**src/rtl/sershift_pkg.sv**
```systemverilog
`timescale 1ns/1ps
package sershift_pkg;

    // Receiver control states: all four codes of the two-bit field are used
    typedef enum logic [1:0] {
        RX_IDLE   = 2'd0,
        RX_VERIFY = 2'd1,
        RX_SHIFT  = 2'd2,
        RX_DONE   = 2'd3
    } rx_state_e;

    // Register addresses
    localparam logic [1:0] ADDR_CNT  = 2'd0;
    localparam logic [1:0] ADDR_DATA = 2'd1;
    localparam logic [1:0] ADDR_STAT = 2'd2;

    // Status bit positions
    localparam int ST_VALID = 0;
    localparam int ST_BUSY  = 1;
    localparam int ST_FERR  = 2;
    localparam int ST_OVR   = 3;

endpackage

```
**src/rtl/sershift_sync.sv**
```systemverilog
`timescale 1ns/1ps
module sershift_sync #(
    parameter int         W       = 3,
    parameter int         STAGES  = 2,
    parameter logic [W-1:0] RST_VAL = '0
) (
    input  logic         clk,
    input  logic         rst_n,
    input  logic [W-1:0] din,
    output logic [W-1:0] dout
);

    generate
        for (genvar g = 0; g < W; g++) begin : g_bit
            logic [STAGES-1:0] chain_q;
            logic [STAGES-1:0] chain_d;

            always_comb begin
                chain_d = {chain_q[STAGES-2:0], din[g]};
            end

            always_ff @(posedge clk or negedge rst_n) begin
                if (!rst_n) chain_q <= {STAGES{RST_VAL[g]}};
                else        chain_q <= chain_d;
            end

            assign dout[g] = chain_q[STAGES-1];
        end
    endgenerate

endmodule

```
**src/rtl/sershift_rx.sv**
```systemverilog
`timescale 1ns/1ps
module sershift_rx import sershift_pkg::*; #(
    parameter int DW  = 16,
    parameter int LW  = 5,
    parameter int OSR = 16
) (
    input  logic              clk,
    input  logic              rst_n,
    input  logic              sync_mode,
    input  logic              tick,
    input  logic              rx_i,
    input  logic              sclk_i,
    input  logic              sel_i,
    input  logic [LW-1:0]     len,
    input  logic              clr_done,
    output logic              commit_o,
    output logic              ferr_o,
    output logic [DW-1:0]     word_o,
    output rx_state_e         state_o,
    output logic [LW:0]       cnt_o
);

    localparam int CW = LW + 1;
    localparam int TW = $clog2(OSR);
    localparam int IW = (DW > 1) ? $clog2(DW) : 1;
    localparam logic [TW-1:0] T_HALF = TW'(OSR / 2 - 1);
    localparam logic [TW-1:0] T_FULL = TW'(OSR - 1);

    typedef struct packed {
        rx_state_e     state;
        logic [CW-1:0] cnt;
        logic [TW-1:0] tcnt;
        logic [2:0]    edges;
        logic          any_edge;
        logic [DW-1:0] sh;
        logic          rx_prev;
        logic          sclk_prev;
    } rx_regs_t;

    rx_regs_t q, d;
    logic [CW-1:0] reload;
    logic          fall, rise;

    function automatic logic [DW-1:0] put_bit(logic [DW-1:0] v, int pos, logic b);
        logic [DW-1:0] r;
        r = v;
        if (pos >= 0 && pos < DW) r[pos[IW-1:0]] = b;
        return r;
    endfunction

    assign reload = sync_mode ? CW'(len) : CW'(len) + CW'(2);
    assign fall   = q.rx_prev & ~rx_i;
    assign rise   = ~q.sclk_prev & sclk_i;

    always_comb begin
        d           = q;
        commit_o    = 1'b0;
        ferr_o      = 1'b0;
        d.rx_prev   = rx_i;
        d.sclk_prev = sclk_i;

        case (q.state)
            RX_IDLE: begin
                d.cnt      = reload;
                d.tcnt     = '0;
                d.edges    = '0;
                d.any_edge = 1'b0;
                if (sync_mode) begin
                    if (sel_i) begin
                        d.state = RX_SHIFT;
                        d.sh    = '0;
                    end
                end else if (fall) begin
                    d.state = RX_VERIFY;
                    d.sh    = '0;
                end
            end

            RX_VERIFY: begin
                if (tick) begin
                    if (q.tcnt == T_HALF) begin
                        d.tcnt = '0;
                        if (!rx_i) begin
                            d.state = RX_SHIFT;
                            d.cnt   = q.cnt - CW'(1);
                        end else begin
                            d.state = RX_IDLE;
                        end
                    end else begin
                        d.tcnt = q.tcnt + TW'(1);
                    end
                end
            end

            RX_SHIFT: begin
                if (sync_mode) begin
                    if (rise) begin
                        d.edges    = q.edges + 3'd1;
                        d.any_edge = 1'b1;
                        if (q.cnt != '0) begin
                            d.sh  = put_bit(q.sh, int'(len) - int'(q.cnt), rx_i);
                            d.cnt = q.cnt - CW'(1);
                        end
                    end
                    if (!sel_i) begin
                        if (d.edges == 3'd0 && d.any_edge) begin
                            commit_o = 1'b1;
                            d.state  = RX_DONE;
                            d.cnt    = reload;
                        end else begin
                            d.state = RX_IDLE;
                        end
                    end
                end else if (tick) begin
                    if (q.tcnt == T_FULL) begin
                        d.tcnt = '0;
                        if (q.cnt > CW'(1)) begin
                            d.sh  = put_bit(q.sh, int'(len) + 1 - int'(q.cnt), rx_i);
                            d.cnt = q.cnt - CW'(1);
                        end else begin
                            ferr_o   = ~rx_i;
                            commit_o = 1'b1;
                            d.state  = RX_DONE;
                            d.cnt    = reload;
                        end
                    end else begin
                        d.tcnt = q.tcnt + TW'(1);
                    end
                end
            end

            default: begin
                d.cnt      = reload;
                d.tcnt     = '0;
                d.edges    = '0;
                d.any_edge = 1'b0;
                if (sync_mode && sel_i) begin
                    d.state = RX_SHIFT;
                    d.sh    = '0;
                end else if (!sync_mode && fall) begin
                    d.state = RX_VERIFY;
                    d.sh    = '0;
                end else if (clr_done) begin
                    d.state = RX_IDLE;
                end
            end
        endcase
    end

    always_ff @(posedge clk or negedge rst_n) begin
        if (!rst_n) begin
            q           <= '0;
            q.state     <= RX_IDLE;
            q.rx_prev   <= 1'b1;
        end else begin
            q <= d;
        end
    end

    assign word_o  = d.sh;
    assign state_o = q.state;
    assign cnt_o   = q.cnt;

endmodule

```
**src/rtl/sershift_tx.sv**
```systemverilog
`timescale 1ns/1ps
module sershift_tx #(
    parameter int DW  = 16,
    parameter int LW  = 5,
    parameter int OSR = 16
) (
    input  logic          clk,
    input  logic          rst_n,
    input  logic          sync_mode,
    input  logic          tick,
    input  logic          sclk_i,
    input  logic          sel_i,
    input  logic [LW-1:0] len,
    input  logic          load_i,
    input  logic [DW-1:0] data_i,
    output logic          txd_o,
    output logic          busy_o,
    output logic          done_o
);

    localparam int CW = LW + 1;
    localparam int TW = $clog2(OSR);
    localparam logic [TW-1:0] T_FULL = TW'(OSR - 1);

    typedef struct packed {
        logic          busy;
        logic          done;
        logic          txd;
        logic [DW-1:0] sh;
        logic [CW-1:0] bcnt;
        logic [TW-1:0] tcnt;
        logic          sclk_prev;
        logic          sel_prev;
    } tx_regs_t;

    tx_regs_t q, d;
    logic     sclk_fall, sel_rel;

    assign sclk_fall = q.sclk_prev & ~sclk_i;
    assign sel_rel   = q.sel_prev & ~sel_i;

    always_comb begin
        d           = q;
        d.done      = 1'b0;
        d.sclk_prev = sclk_i;
        d.sel_prev  = sel_i;

        if (!q.busy) begin
            if (!sync_mode) d.txd = 1'b1;
            if (load_i) begin
                d.busy = 1'b1;
                d.sh   = data_i;
                d.bcnt = '0;
                d.tcnt = '0;
                d.txd  = sync_mode ? data_i[0] : 1'b0;
            end
        end else if (sync_mode) begin
            if (sel_i && sclk_fall) begin
                d.sh  = q.sh >> 1;
                d.txd = d.sh[0];
            end
            if (sel_rel) begin
                d.busy = 1'b0;
                d.done = 1'b1;
            end
        end else if (tick) begin
            if (q.tcnt == T_FULL) begin
                d.tcnt = '0;
                d.bcnt = q.bcnt + CW'(1);
                if (d.bcnt <= CW'(len)) begin
                    d.txd = q.sh[0];
                    d.sh  = q.sh >> 1;
                end else if (d.bcnt == CW'(len) + CW'(1)) begin
                    d.txd = 1'b1;
                end else begin
                    d.busy = 1'b0;
                    d.done = 1'b1;
                end
            end else begin
                d.tcnt = q.tcnt + TW'(1);
            end
        end
    end

    always_ff @(posedge clk or negedge rst_n) begin
        if (!rst_n) begin
            q     <= '0;
            q.txd <= 1'b1;
        end else begin
            q <= d;
        end
    end

    assign txd_o  = q.txd;
    assign busy_o = q.busy;
    assign done_o = q.done;

endmodule

```
**src/rtl/sershift_top.sv**
```systemverilog
`timescale 1ns/1ps
module sershift_top import sershift_pkg::*; #(
    parameter int DW      = 16,
    parameter int LW      = 5,
    parameter int OSR     = 16,
    parameter int LEN_RST = 8
) (
    input  logic          clk,
    input  logic          rst_n,
    input  logic          sync_mode,
    input  logic          baud_tick,
    input  logic          rxd,
    output logic          txd,
    input  logic          sclk,
    input  logic          sel_n,
    output logic          tx_done,
    input  logic          wr_en,
    input  logic          rd_en,
    input  logic [1:0]    addr,
    input  logic [DW-1:0] wdata,
    output logic [DW-1:0] rdata
);

    localparam int CW = LW + 1;

    typedef struct packed {
        logic [LW-1:0] len;
        logic [DW-1:0] data;
        logic          valid;
        logic          ferr;
        logic          ovr;
    } top_regs_t;

    top_regs_t q, d;

    logic [2:0]    sync_out;
    logic          rx_s, sclk_s, sel_s;
    logic          commit, ferr_set, tx_busy;
    logic [DW-1:0] rx_word;
    rx_state_e     rx_state;
    logic [CW-1:0] rx_cnt;
    logic          rd_data_hit, rd_stat_hit, tx_load;
    logic          st_valid, st_ovr;

    sershift_sync #(.W(3), .STAGES(2), .RST_VAL(3'b101)) u_sync (
        .clk   (clk),
        .rst_n (rst_n),
        .din   ({sel_n, sclk, rxd}),
        .dout  (sync_out)
    );

    assign rx_s   = sync_out[0];
    assign sclk_s = sync_out[1];
    assign sel_s  = ~sync_out[2];

    assign rd_data_hit = rd_en && (addr == ADDR_DATA);
    assign rd_stat_hit = rd_en && (addr == ADDR_STAT);
    assign tx_load     = wr_en && (addr == ADDR_DATA);

    sershift_rx #(.DW(DW), .LW(LW), .OSR(OSR)) u_rx (
        .clk       (clk),
        .rst_n     (rst_n),
        .sync_mode (sync_mode),
        .tick      (baud_tick),
        .rx_i      (rx_s),
        .sclk_i    (sclk_s),
        .sel_i     (sel_s),
        .len       (q.len),
        .clr_done  (rd_data_hit),
        .commit_o  (commit),
        .ferr_o    (ferr_set),
        .word_o    (rx_word),
        .state_o   (rx_state),
        .cnt_o     (rx_cnt)
    );

    sershift_tx #(.DW(DW), .LW(LW), .OSR(OSR)) u_tx (
        .clk       (clk),
        .rst_n     (rst_n),
        .sync_mode (sync_mode),
        .tick      (baud_tick),
        .sclk_i    (sclk_s),
        .sel_i     (sel_s),
        .len       (q.len),
        .load_i    (tx_load),
        .data_i    (wdata),
        .txd_o     (txd),
        .busy_o    (tx_busy),
        .done_o    (tx_done)
    );

    always_comb begin
        d = q;
        if (wr_en && addr == ADDR_CNT) d.len = wdata[LW-1:0];
        if (rd_data_hit) d.valid = 1'b0;
        if (rd_stat_hit) begin
            d.ferr = 1'b0;
            d.ovr  = 1'b0;
        end
        if (commit) begin
            d.data  = rx_word;
            d.valid = 1'b1;
            if (q.valid && !rd_data_hit) d.ovr = 1'b1;
        end
        if (ferr_set) d.ferr = 1'b1;
    end

    always_ff @(posedge clk or negedge rst_n) begin
        if (!rst_n) begin
            q     <= '0;
            q.len <= LW'(LEN_RST);
        end else begin
            q <= d;
        end
    end

    always_comb begin
        rdata = '0;
        case (addr)
            ADDR_CNT:  rdata = DW'({rx_state, rx_cnt});
            ADDR_DATA: rdata = q.data;
            ADDR_STAT: begin
                rdata[ST_VALID] = q.valid;
                rdata[ST_BUSY]  = tx_busy;
                rdata[ST_FERR]  = q.ferr;
                rdata[ST_OVR]   = q.ovr;
            end
            default:   rdata = '0;
        endcase
    end

    assign st_valid = q.valid;
    assign st_ovr   = q.ovr;

endmodule

```
**config.mk**
```make
export PLATFORM = sky130hd
export DESIGN_NAME = sershift_top
export DESIGN_NICKNAME = d
export VERILOG_FILES = /design/src/rtl/sershift_pkg.sv /design/src/rtl/sershift_sync.sv /design/src/rtl/sershift_rx.sv /design/src/rtl/sershift_tx.sv /design/src/rtl/sershift_top.sv
export SDC_FILE = /design/constraint.sdc
export NUM_CORES = 1
export LEC_CHECK = 0
export BUFFER_PORTS_ARGS = -buffer_cell sky130_fd_sc_hd__buf_2
export CORE_MARGIN = 3
export CORE_UTILIZATION = 30
export CTS_CLUSTER_SIZE = 10
export DETAILED_ROUTE_END_ITERATION = 8
export PLACE_DENSITY = 0.45
export SLEW_MARGIN = 5
export SYNTH_ARGS = -nofsm -noshare
export SYNTH_HDL_FRONTEND = slang
export SYNTH_SLANG_ARGS = --single-unit
export TNS_END_PERCENT = 5
```
**constraint.sdc**
```tcl
create_clock -name clk -period 5.3 [get_ports clk]
set_clock_uncertainty 0.05 [all_clocks]
set_input_delay 0.795 -clock clk [delete_from_list [all_inputs] [get_ports clk]]
set_output_delay 0.795 -clock clk [all_outputs]
set_load 0.01 [all_outputs]
```
==> flow_summary.yaml, run 1 <==
finish:
  final_nets: 827
  post-route-util: 0.346
  area_delta_synth_final_pct: 11.7
  diodes: 0
  drive_gt1_frac: 0.116
  instances_no_fill: 1044
  design_area_mm2: 0.00711
placed_design:
  dp.cells: 1028
  placed_area_mm2: 0.00681
  dpl.hpwl_mm: 14.2
  io_buffers: 44
  dp_slack_ns: 1.05
  gp_congestion: 0.882
drt:
  wire_per_inst_um: 18.7
  wl_met2_mm: 9.23
  dr.max_layer_used: "met4"
  vias_per_cell: 5.54
  dr.pass1.iters: 5
  met3_wirelength_um: 848
  vias: 5788
  drtIter0Drc: 338
  drc: 0
  wl_met1_mm: 9.01
  finalWirelength_mm: 19.5
  ant_nets: 0
worst_setup_path:
  worstSetupPathType: "flop to flop"
  worstPathMaxFanout: 9
  start_kind: "flop"
  r2r_cells: 13
  endpoint_kind: "flop"
  r2r_slack_ns: 1.04
  arrival_ns: 4.51
  required_ns: 5.55
  worstSetupEndpoint: "q[5]"
  r2r_start: "q[20]"
  r2r_end: "q[5]"
  critical_path.startpoint: "q[20]"
synth:
  synth_top_cells_by_area: "dfrtp_1, o21ai_0, nand2_1, ha_1, a21oi_1"
  synth_fa_ha_area_frac: 0.0645
  yosys_warnings: 0
  synthSimpleGateAreaFrac: 0.203
  ys_types: 74
  muxShareOfSynthArea: 0.0381
  synth_xor_area_frac: 0.0342
  synth_common_cells: "nand2_1, dfrtp_1, o21ai_0, nor2_1, a21oi_1"
  synthesis.area_mm2: 0.00636
  ys_seq_area_frac: 0.371
  synth_edf_count: 0
  synth-seq-cells: 94
  async_flop_share: 1.00
  synth_compound_area_frac: 0.248
  synthesis.instances: 746
  yosys.area.top_type: "dfrtp_1"
  synth_top_area_share: 0.342
  syn_nets: 804
  synth_top_family_by_area: "compound AO/OA/AOI/OAI gates"
  synthFlopType: "dfrtp_1"
  synth.avg_cell_area_um2: 8.53
  synthMostInstantiatedCell: "nand2_1"
clock_tree:
  htreeDepth: 3
  clk_latency_ns: 0.36
  ctsRootBufferMaster: "clkbuf_16"
  clockBufferDepth: 2
  cts_resized: 0
  clkTransAtPathRegs_ns: 0.08
  ctsHoldBuffers: 0
  cts_setup_buffers: 0
  cts_tree: "done"
  cts_buffers: 9
  cts_num_sinks: 94
job:
  drv_cap: 0
timing:
  slew_viol_final: 0
  fmax_mhz: 235
  worst_pin_slew_ns: 1.19
  fin_crit_ns: 4.26
  timing.final.ws_setup_ns: 1.04
  fin_hold_ws_ns: 0.303
  period_share: 0.803
  setup_violations: 0
  maxSlewHeadroom: 0.205
  hold_viol: 0
  rsz0062_at_grt: "false"
  tns_ns: 0
grt:
  grt_pass1_wl_mm: 31.7
  grtUsageTotal: 0.176
  grt_pass1_vias: 5843
  grt_max_degree: 55
  overflow: 0
  antenna_found_initial: 0
power:
  p_leak_nw: 3.11
  peakVddDrop_mv: 0.211
  powerDensity_mw_per_mm2: 456
  finalPower_mw: 3.24
die:
  initial_core_util: 0.310
  dieArea_mm2: 0.0230
  die_x_um: 152
  num_rows: 52
  core-area_mm2: 0.0206
  die_h_um: 152
  ios: 45
run_status:
  status: "finished, final reports clean"
worst_hold_path:
  hp-class: "flop to flop"
[layout by cell type (no fill, tap or decap), drive strengths merged, types with 7 or more instances in the layout]
cell type / count
nand2: 98
dfrtp: 87
o21ai: 83
buf: 49
nor2: 47
a21oi: 45
inv: 32
nand3: 31
ha: 28
a31oi: 20
a22oi: 18
mux2i: 16
and2: 15
and3: 13
xnor2: 13
xor2: 11
o31ai: 10
nor2b: 9
nand2b: 9
nor3: 9
clkbuf: 9
o211ai: 8
o21bai: 7
dfstp: 7
nand4: 7
mux2: 7
[where the power goes]
part / switching, mW / internal, mW / total, mW / leakage, nW
Sequential: 0.122 / 0.814 / 0.936 / 1.25
Clock: 0.346 / 0.337 / 0.684 / 0.146
Combinational: 1.08 / 0.542 / 1.62 / 1.71
[cell type report]
cell class	count	area [µm²]
tap	270	338
timing repair buffer	49	260
multi-input combinational	586	3740
clock inverter	7	77.6
clock buffer	9	225
fill	2186	13400
sequential	94	2360
inverter	29	109
[cell families (layout without fill, tap and decap cells)]
| logic type | after synthesis | count (layout) |
|---|---|---|
| fa+ha+maj | 31 | 31 |
| compound gates | 246 | 246 |
| xor+xnor | 24 | 24 |
| simple gates | 262 | 262 |
| mux | 23 | 23 |
| flops | 94 | 94 |
| buf+inv | 66 | 94 |
[critical path, cell delays in order, from the launching register on]
cell and delay (ns):
dfrtp_1 0.51, ha_1 0.27, xor2_1 0.16, ha_1 0.37, nand3b_1 0.11, nand2_2 0.12
a21o_1 0.13, a21oi_1 0.07, fa_1 0.49, nor4bb_1 0.83, and3_1 0.48, a31oi_1 0.14
o221ai_1 0.27, mux2_2 0.20
[registers in the layout, summed over array words and instances, names as in the netlist]
name	cells
u_tx.txd_o	1
q	22
u_rx.state_o	2
st_ovr	1
u_tx.q	28
u_rx.q	25
st_valid	1
u_tx.busy_o	1
u_sync.g_bit.chain_q	6
u_rx.cnt_o	6
u_tx.done_o	1
[how the worst min path moves through the flow]
stage | from | cells past startpoint | slack (ns) | end
3_3_place_gp | u_sync.g_bit[1].chain_q[0] | 0 | 0.29 | u_sync.g_bit[1].chain_q[1]
5_1_grt | u_sync.g_bit[1].chain_q[0] | 0 | 0.32 | u_sync.g_bit[1].chain_q[1]
6_report | u_sync.g_bit[1].chain_q[0] | 0 | 0.30 | u_sync.g_bit[1].chain_q[1]
3_5_place_dp | u_sync.g_bit[1].chain_q[0] | 0 | 0.29 | u_sync.g_bit[1].chain_q[1]
4_1_cts | u_sync.g_bit[1].chain_q[0] | 0 | 0.31 | u_sync.g_bit[1].chain_q[1]
2_1_floorplan | u_sync.g_bit[1].chain_q[0] | 0 | 0.28 | u_sync.g_bit[1].chain_q[1]
[routing by layer]
metal	track usage	up-vias
li1	-	2770
met1	0.237	2785
met2	0.289	199
met3	0.0262	34
met4	0.0638	0
met5	0	-
Note: power is estimated with default switching activity, not from simulation.
==> run 2, diff against run 1 <==
Clock period 5.3 ns to 4.3 ns, I/O delays scaled along.
==> flow_summary.yaml, run 2 (synthesized netlist as in run 1, its figures left out) <==
timing:
  worst_pin_slew_ns: 1.08
  tns_ns: 0
  setup_violations: 0
  rsz0062_at_grt: "false"
  fin_hold_ws_ns: 0.179
  slew_viol_final: 0
  maxSlewHeadroom: 0.277
  hold_viol: 0
  fmax_mhz: 255
  fin_crit_ns: 3.91
  period_share: 0.910
drt:
  vias: 5773
  wl_met2_mm: 9.15
  ant_nets: 0
  drtIter0Drc: 355
  finalWirelength_mm: 19.4
  dr.pass1.iters: 6
  wl_met1_mm: 9.06
  drc: 0
  dr.max_layer_used: "met4"
  met3_wirelength_um: 722
  wire_per_inst_um: 18.3
  vias_per_cell: 5.46
worst_hold_path:
  hp-class: "input port to asynchronous set/reset pin"
placed_design:
  dpl.hpwl_mm: 14.3
  gp_congestion: 0.865
  io_buffers: 44
die:
  die_h_um: 152
  num_rows: 52
  ios: 45
  core-area_mm2: 0.0206
  dieArea_mm2: 0.0230
  initial_core_util: 0.310
  die_x_um: 152
finish:
  final_common_cell: "nand2_1"
  reg.largest.list: "u_tx.q (28), u_rx.q (25), q (22)"
  drive_gt1_frac: 0.130
  largest_register: "u_tx.q"
  diodes: 0
  final_nets: 840
  area_delta_synth_final_pct: 13.2
  n_fill_cell: 2177
  layout_common_cells: "nand2_1, dfrtp_1, o21ai_0"
  largest_register_ffs: 28
worst_setup_path:
  r2r_slack_ns: 0.39
  worstPathMaxFanout: 7
  arrival_ns: 4.10
  endpoint_kind: "flop"
  worstSetupPathType: "flop to flop"
  required_ns: 4.49
  start_kind: "flop"
clock_tree:
  clk_latency_ns: 0.36
  ctsRootBufferMaster: "clkbuf_16"
  cts_setup_buffers: 0
  cts_resized: 0
  ctsHoldBuffers: 0
  htreeDepth: 3
  cts_num_sinks: 94
  cts_buffers: 9
  clkTransAtPathRegs_ns: 0.08
  clockBufferDepth: 2
  cts_tree: "done"
grt:
  grtUsageTotal: 0.173
  grt_pass1_vias: 5801
  grt_pass1_wl_mm: 31.0
  antenna_found_initial: 0
  grt_max_degree: 47
  overflow: 0
power:
  peakVddDrop_mv: 0.241
  powerDensity_mw_per_mm2: 558
  p_leak_nw: 3.17
run_status:
  status: "finished, final reports clean"
job:
  drv_cap: 0
## run 2: changes by cell type in the layout (fill, tap and decap cells not counted)
cell and delta:
clkbuf_1 +1, bufinv_16 +1, clkinv_2 +1, buf_4 +13, clkinv_4 -1, inv_6 +3, clkinv_8 -1, inv_8 -4
## run 2: worst max-delay path: stages, from the launching register on
cell and delay (ns):
dfrtp_1 0.46, ha_1 0.26, xor2_1 0.17, ha_1 0.39
nand3b_1 0.11, nand2_2 0.12, a21o_1 0.12, a21oi_1 0.07
fa_1 0.41, nor4b_2 0.31, o21ai_0 0.14, or4_1 0.53
a311o_1 0.38, mux2_4 0.26
## run 2: path summary, 6_finish.rpt
kind,start,to,depth (start not counted)
setup / recovery,q[19],q[9],13
hold / removal,rst_n,q[17],1
setup reg to reg,q[19],q[9],13
hold reg to reg,u_sync.g_bit[1].chain_q[0],u_sync.g_bit[1].chain_q[1],0
max in group asynchronous,rst_n,u_tx.q[13],2
min in group clk,u_sync.g_bit[1].chain_q[0],u_sync.g_bit[1].chain_q[1],0
## run 2: report_power, final
group / leakage, nW / switching, mW / total [mW] / internal, mW
Clock: 0.144 / 0.393 / 0.851 / 0.458
Sequential: 1.25 / 0.133 / 1.14 / 1.00
Combinational: 1.78 / 1.33 / 2.03 / 0.703
## run 2: per-layer routing
layer	GRT usage	vias up
li1	-	2785
met1	0.233	2818
met2	0.282	144
met3	0.0268	26
met4	0.0606	0
met5	0	-
## run 2: layout make-up
cell class                 count  area, µm²  share of cell area
inverter                      29        109              0.0151
tap                          270        338              0.0469
clock buffer                  10        229              0.0318
sequential                    94       2360               0.328
clock inverter                 6       68.8             0.00955
multi-input combinational    586       3740               0.519
timing repair buffer          62        358              0.0497
## run 2: per-stage QoR
stage          utilization  worst slack [ns]  cells  power [mW]  area, µm²
6_report             0.350             0.385   1057        4.02       7200
5_1_grt              0.350             0.146   1057        4.32       7200
4_1_cts              0.350             0.362   1057        4.04       7200
3_5_place_dp         0.336             0.403   1041        3.17       6910
3_3_place_gp         0.336             0.473   1041        3.14       6910
2_1_floorplan            -             0.516    746        2.58       6360
